### src/rtl/bcc_pkg.sv
package bcc_pkg;

    localparam int ADDR_W     = 29;
    localparam int DATA_W     = 64;
    localparam int FILL_BEATS = 4;

    typedef enum logic [2:0] {
        ST_IDLE = 3'd0,
        ST_ADDR = 3'd1,
        ST_DATA = 3'd2,
        ST_DONE = 3'd3,
        ST_BOFF = 3'd4,
        ST_HOLD = 3'd5
    } bus_state_e;

    typedef struct packed {
        logic              is_mem;
        logic              is_wr;
        logic              is_data;
        logic [ADDR_W-1:0] addr;
        logic [DATA_W-1:0] wdata;
    } cyc_req_t;

    // Only memory reads may grow into a line fill.
    function automatic logic fill_capable(cyc_req_t r);
        return r.is_mem & ~r.is_wr;
    endfunction

endpackage

### src/rtl/bcc_seq.sv
module bcc_seq
    import bcc_pkg::*;
(
    input  logic clk,
    input  logic rst,
    input  logic req_valid,
    input  logic brdy_n,
    input  logic boff_n,
    input  logic hold,
    input  logic last,
    output logic capture,
    output logic beat_ok,
    output logic ads,
    output logic oe,
    output logic hlda,
    output logic cyc_done,
    output logic breq
);

    bus_state_e state_q, state_d;

    always_comb begin
        state_d = state_q;
        unique case (state_q)
            ST_IDLE: begin
                if (!boff_n)        state_d = ST_BOFF;
                else if (hold)      state_d = ST_HOLD;
                else if (req_valid) state_d = ST_ADDR;
            end
            ST_ADDR: state_d = boff_n ? ST_DATA : ST_BOFF;
            ST_DATA: begin
                if (!boff_n)              state_d = ST_BOFF;
                else if (!brdy_n && last) state_d = ST_DONE;
            end
            ST_DONE: state_d = hold ? ST_HOLD : ST_IDLE;
            ST_BOFF: state_d = boff_n ? ST_IDLE : ST_BOFF;
            ST_HOLD: state_d = hold ? ST_HOLD : ST_IDLE;
            default: state_d = ST_IDLE;
        endcase
    end

    always_ff @(posedge clk) begin
        if (rst) state_q <= ST_IDLE;
        else     state_q <= state_d;
    end

    assign capture  = (state_q == ST_IDLE) && (state_d == ST_ADDR);
    assign beat_ok  = (state_q == ST_DATA) && !brdy_n && boff_n;
    assign ads      = (state_q == ST_ADDR) && boff_n;
    assign oe       = boff_n && (state_q != ST_BOFF) && (state_q != ST_HOLD);
    assign hlda     = (state_q == ST_HOLD);
    assign cyc_done = (state_q == ST_DONE);
    assign breq     = req_valid && (state_q != ST_DONE);

    AST_ADS_SINGLE:    assert property (@(posedge clk) disable iff (rst) ads |=> !ads);
    AST_WAIT_EXTENDS:  assert property (@(posedge clk) disable iff (rst)
                           (state_q == ST_DATA && brdy_n && boff_n) |=> state_q == ST_DATA);
    AST_DONE_PULSE:    assert property (@(posedge clk) disable iff (rst) cyc_done |=> !cyc_done);
    AST_BOFF_NO_DONE:  assert property (@(posedge clk) disable iff (rst) !boff_n |=> !cyc_done);
    AST_HLDA_FLOATS:   assert property (@(posedge clk) disable iff (rst) hlda |-> !oe);
    AST_HLDA_AFTER_CYC: assert property (@(posedge clk) disable iff (rst)
                           $rose(hlda) |-> ($past(state_q) == ST_IDLE || $past(state_q) == ST_DONE));
    AST_HLDA_RELEASE:  assert property (@(posedge clk) disable iff (rst) (hlda && !hold) |=> !hlda);

endmodule

### src/rtl/bcc_beats.sv
module bcc_beats #(
    parameter  int BEATS = 4,
    localparam int BW    = $clog2(BEATS)
) (
    input  logic          clk,
    input  logic          rst,
    input  logic          clear,
    input  logic          beat_ok,
    input  logic          fill_ok,
    input  logic          ken_n,
    output logic [BW-1:0] idx,
    output logic          last
);

    logic          fill_q;
    logic [BW-1:0] cnt_q;
    logic          fill_now;

    // Cache enable counts only on the ready clock of the first beat.
    assign fill_now = fill_q | ((cnt_q == '0) & fill_ok & ~ken_n);
    assign last     = fill_now ? (cnt_q == BW'(BEATS - 1)) : 1'b1;
    assign idx      = cnt_q;

    always_ff @(posedge clk) begin
        if (rst || clear) begin
            cnt_q  <= '0;
            fill_q <= 1'b0;
        end else if (beat_ok) begin
            fill_q <= fill_now;
            if (!last) cnt_q <= cnt_q + 1'b1;
        end
    end

    AST_FILL_ONLY_READ: assert property (@(posedge clk) disable iff (rst) fill_q |-> fill_ok);
    AST_SINGLE_NO_ADV:  assert property (@(posedge clk) disable iff (rst)
                            (beat_ok && !fill_ok) |=> cnt_q == '0);

endmodule

### src/rtl/bcc_rdcap.sv
module bcc_rdcap #(
    parameter int DW = 64,
    parameter int BW = 2
) (
    input  logic          clk,
    input  logic          rst,
    input  logic          take,
    input  logic [DW-1:0] din,
    input  logic [BW-1:0] beat_in,
    output logic          rd_valid,
    output logic [DW-1:0] rd_data,
    output logic [BW-1:0] rd_beat
);

    always_ff @(posedge clk) begin
        if (rst) begin
            rd_valid <= 1'b0;
            rd_data  <= '0;
            rd_beat  <= '0;
        end else begin
            rd_valid <= take;
            if (take) begin
                rd_data <= din;
                rd_beat <= beat_in;
            end
        end
    end

    AST_RDV_FROM_BEAT: assert property (@(posedge clk) disable iff (rst) rd_valid |-> $past(take));

endmodule

### src/rtl/bus_cycle_ctrl.sv
module bus_cycle_ctrl
    import bcc_pkg::*;
#(
    parameter  int FILL_N = bcc_pkg::FILL_BEATS,
    localparam int BW     = $clog2(FILL_N)
) (
    input  logic              clk,
    input  logic              rst,
    input  logic              req_valid,
    input  logic              req_is_mem,
    input  logic              req_is_write,
    input  logic              req_is_data,
    input  logic [ADDR_W-1:0] req_addr,
    input  logic [DATA_W-1:0] req_wdata,
    output logic              cyc_done,
    output logic              rd_valid,
    output logic [DATA_W-1:0] rd_data,
    output logic [BW-1:0]     rd_beat,
    output logic              bus_ads,
    output logic [ADDR_W-1:0] bus_addr,
    output logic              bus_mio,
    output logic              bus_wr,
    output logic              bus_dc,
    output logic [DATA_W-1:0] bus_wdata,
    input  logic [DATA_W-1:0] bus_rdata,
    output logic              bus_oe,
    input  logic              brdy_n,
    input  logic              ken_n,
    input  logic              boff_n,
    input  logic              hold,
    output logic              hlda,
    output logic              breq
);

    cyc_req_t      cur_q;
    logic          capture, beat_ok, last;
    logic [BW-1:0] beat_idx;

    always_ff @(posedge clk) begin
        if (rst) begin
            cur_q <= '0;
        end else if (capture) begin
            cur_q <= '{is_mem: req_is_mem, is_wr: req_is_write, is_data: req_is_data,
                       addr: req_addr, wdata: req_wdata};
        end
    end

    bcc_seq u_seq (
        .clk      (clk),
        .rst      (rst),
        .req_valid(req_valid),
        .brdy_n   (brdy_n),
        .boff_n   (boff_n),
        .hold     (hold),
        .last     (last),
        .capture  (capture),
        .beat_ok  (beat_ok),
        .ads      (bus_ads),
        .oe       (bus_oe),
        .hlda     (hlda),
        .cyc_done (cyc_done),
        .breq     (breq)
    );

    bcc_beats #(.BEATS(FILL_N)) u_beats (
        .clk    (clk),
        .rst    (rst),
        .clear  (capture),
        .beat_ok(beat_ok),
        .fill_ok(fill_capable(cur_q)),
        .ken_n  (ken_n),
        .idx    (beat_idx),
        .last   (last)
    );

    bcc_rdcap #(.DW(DATA_W), .BW(BW)) u_rdcap (
        .clk     (clk),
        .rst     (rst),
        .take    (beat_ok && !cur_q.is_wr),
        .din     (bus_rdata),
        .beat_in (beat_idx),
        .rd_valid(rd_valid),
        .rd_data (rd_data),
        .rd_beat (rd_beat)
    );

    assign bus_addr  = cur_q.addr;
    assign bus_mio   = cur_q.is_mem;
    assign bus_wr    = cur_q.is_wr;
    assign bus_dc    = cur_q.is_data;
    assign bus_wdata = cur_q.wdata;

    AST_ADDR_STABLE: assert property (@(posedge clk) disable iff (rst)
                         (bus_ads && boff_n) |=> $stable(bus_addr));
    AST_WR_NO_RDV:   assert property (@(posedge clk) disable iff (rst) (rd_valid && !cyc_done) |-> !bus_wr);

endmodule

### config.mk
export PLATFORM = sky130hd
export DESIGN_NAME = bus_cycle_ctrl
export DESIGN_NICKNAME = d
export VERILOG_FILES = /design/src/rtl/bcc_pkg.sv /design/src/rtl/bcc_seq.sv /design/src/rtl/bcc_beats.sv /design/src/rtl/bcc_rdcap.sv /design/src/rtl/bus_cycle_ctrl.sv
export SDC_FILE = /design/constraint.sdc
export NUM_CORES = 1
export LEC_CHECK = 0
export BUFFER_PORTS_ARGS = -buffer_cell sky130_fd_sc_hd__buf_4
export CAP_MARGIN = 10
export CORE_AREA = 2 2 128 130
export CTS_CLUSTER_DIAMETER = 40
export DETAILED_ROUTE_END_ITERATION = 12
export DIE_AREA = 0 0 130 132
export PLACE_DENSITY = 0.72
export SLEW_MARGIN = 0
export SYNTH_ARGS = -nofsm -noshare
export SYNTH_HDL_FRONTEND = slang
export SYNTH_HIERARCHICAL = 1
export SYNTH_SLANG_ARGS = --single-unit
export TNS_END_PERCENT = 10
### constraint.sdc
create_clock -name clk -period 2.9 [get_ports clk]
set_input_delay 0.29 -clock clk [delete_from_list [all_inputs] [get_ports clk]]
set_output_delay 0.29 -clock clk [all_outputs]
set_load 0.02 [all_outputs]
==> summary.md <==
| Metric | Value |
|---|---|
| Status | `completed` |
| Placement Cell Area | `8840 sq um` |
| Pre-CTS setup slack | `709 ps` |
| Vias in the first global route | `4891` |
| Chip Width | `130 microns` |
| Fin. Hold Viols | `0` |
| Via count | `5132` |
| Final setup viols | `0` |
| Final ANT Viol Nets | `0` |
| Crit path max fanout | `38` |
| Mean post-synth cell area | `10.8 sq um` |
| Area grow syn2layout | `50.2%` |
| CTS max path bufs | `2` |
| Worst hold slack | `104 ps` |
| Synthesis Warnings | `6` |
| Mapped Cells | `579` |
| Detailed Route Iter0 Violations | `193` |
| CTS tree | `built` |
| Final Critical Period | `2280 ps` |
| Clock Sinks | `169` |
| Clock Skew | `7.03 ps` |
| Pin count of the biggest net entering global routing | `89` |
| IO Pins | `335` |
| DR DRC count | `0` |
| Critical Path AT | `2580 ps` |
| WP data required | `3190 ps` |
| First drt pass iteration count | `4` |
| Peak supply drop | `345 uV` |
| Pins Over Slew Limit | `0` |
| Worst flop-to-flop path startpoint | `u_seq/state_q[2]` |
| Clock slew at reported path FFs | `70 ps` |
| Vias per Instance | `4.54` |
| Cell area after synthesis | `6270 sq um` |
| # rows | `46` |
| Syn_nets | `748` |
| Worst-Skew Late Latency | `410 ps` |
| First-pass GRT wire length | `24500 microns` |
| Final HPWL DP | `11800 microns` |
| Core area | `15700 sq um` |
| Crit path kind | `reg -> reg` |
| Routed WL per cell | `14.4 microns` |
| RSZ-0062 raised after global routing | `no` |
| GPL Wtd Cong | `0.770` |
| Synthesis-stage register bit count | `169` |
| Die Y | `132 microns` |
| Leak Pwr | `4.08 nW` |
| Port bufs | `334` |
| Slew @ Worst Pin | `466 ps` |
| Total grt overflow | `0` |
| Setup crit end kind | `register` |
| Final Cycle Share | `78.7%` |
| Final wirelength | `16200 microns` |
| Fmax | `438 MHz` |
| Antenna violations before repair | `0` |
| CTS Hold Bufs | `0` |
| Clock Tree Root | `clkbuf_16` |
| Initial Util | `39.9%` |
| Antenna diodes | `0` |
| Setup Buffers After CTS | `0` |
| Worst Hold Class | `in -> reg` |
| CP startpoint | `u_seq/state_q[2]` |
| Final net count | `1070` |
| Post-CTS sizing | `0` |
| Total Power | `5.09 mW` |
| Netlist cell types | `33` |
| Startpoint type of the worst setup path | `register` |
| Htree depth | `4` |
| Relative slew slack | `68.8%` |
| Pwr Density | `540 nW/um^2` |
| Final WS setup | `616 ps` |
| GRT Util Overall | `18.2%` |
| Max Cap Violations | `0` |
| Share of layout cells above drive strength 1 | `41.6%` |
| Num CTS Buffers | `17` |
| Die Area | `17200 sq um` |
| Sequential area share after synthesis | `53.9%` |
| Setup TNS | `0 ps` |
| Hold wc startpoint | `req_wdata[0]` |
| Final instance area | `9420 sq um` |
[per-stage QoR]
step | cells | util, %
2_1_floorplan | 579 | -
3_3_place_gp | 1098 | 56.3
3_5_place_dp | 1098 | 56.3
4_1_cts | 1130 | 60.0
5_1_grt | 1130 | 60.0
6_report | 1130 | 60.0
[worst max-delay path, stage by stage (launching register included)]
cell and delay [ps]:
dfxtp_1 400, nand2b_1 230, nor3_1 370, nor2b_4 510, buf_12 330, mux2i_1 240, nor2_1 50
[registers in the layout, indices dropped and copies added (netlist names)]
register	count
u_beats/idx	2
bus_mio	1
bus_wr	1
bus_wdata	64
bus_addr	29
u_beats/fill_q	1
u_rdcap/rd_beat	2
u_rdcap/rd_valid	1
bus_dc	1
u_rdcap/rd_data	64
u_seq/state_q	3
[where the power goes]
group | internal (mW) | leakage (nW) | switching (mW) | total (mW)
clock network | 1.27 | 0.278 | 0.948 | 2.21
registers | 2.37 | 1.37 | 0.0295 | 2.40
logic | 0.272 | 2.44 | 0.212 | 0.484
[cell usage in the layout, fill, tap and decap left out, types with 5 or more instances in the layout]
cell type  netlist  routed
dfxtp_1        169     169
clkbuf_16        0      17
nand2_1          6       6
nor2_1         165     165
buf_4           11     338
buf_12           7       5
mux2i_1        164     164
[routing by layer]
layer / global-route usage [%] / wire [microns] / share of wire [%] / vias up
met5: 0 / 0 / 0 / -
met4: 7.53 / 316 / 1.9 / 0
met3: 8.24 / 1740 / 11 / 25
met2: 30.8 / 7950 / 49 / 208
met1: 19.5 / 6240 / 38 / 2339
li1: - / - / - / 2560
[final timing paths]
check	cells past startpoint	slack [ps]	to
hold reg to reg	2	490	bus_addr[11]
setup reg to reg	6	620	u_rdcap/rd_data[30]
hold / removal	3	100	bus_wdata[0]
setup / recovery	6	620	u_rdcap/rd_data[30]
[layout make-up]
type	instances	area, sq um
clock buffer	21	470
clock inverter	11	113
fill	1390	6290
inverter	4	15.0
multi-input combinational	366	2530
sequential	169	3380
tap	216	270
timing repair buffer	343	2640
[synthesized netlist by cell type]
cell type	instances	area share [%]
buf_8	2	0.48
a31oi_1	1	0.10
dfxtp_1	169	54
a211oi_1	1	0.12
o21ai_0	1	0.080
buf_6	3	0.54
clkbuf_1	10	0.60
inv_1	3	0.18
and4b_1	1	0.16
xor2_1	1	0.14
o21bai_1	1	0.12
ha_1	2	0.40
a21oi_1	3	0.24
nand2b_1	3	0.30
mux2i_1	164	26
buf_12	7	2.2
nor3_2	1	0.16
nor2b_1	4	0.40
buf_4	11	1.3
o2bb2ai_1	2	0.28
nor2_1	165	9.9
nand2_1	6	0.36
and3b_1	1	0.14
a21boi_0	1	0.12
inv_2	1	0.060
buf_2	3	0.24
a22oi_1	1	0.12
and3_1	1	0.10
buf_1	4	0.24
nor3_1	3	0.24
o211a_1	1	0.16
nor3b_2	1	0.20
nor4b_2	1	0.24
[kinds of logic after synthesis]
| group | share of synthesized area (%) |
|---|---|
| multiplexers | 26.2 |
| adder cells (fa/ha/maj) | 0.399 |
| AO/OA/AOI/OAI | 1.34 |
| AND/OR/NAND/NOR | 12.2 |
| XOR/XNOR | 0.140 |
| buffers and inverters | 5.88 |
| flip-flops | 53.9 |
Power figures use the tool's default switching activity.
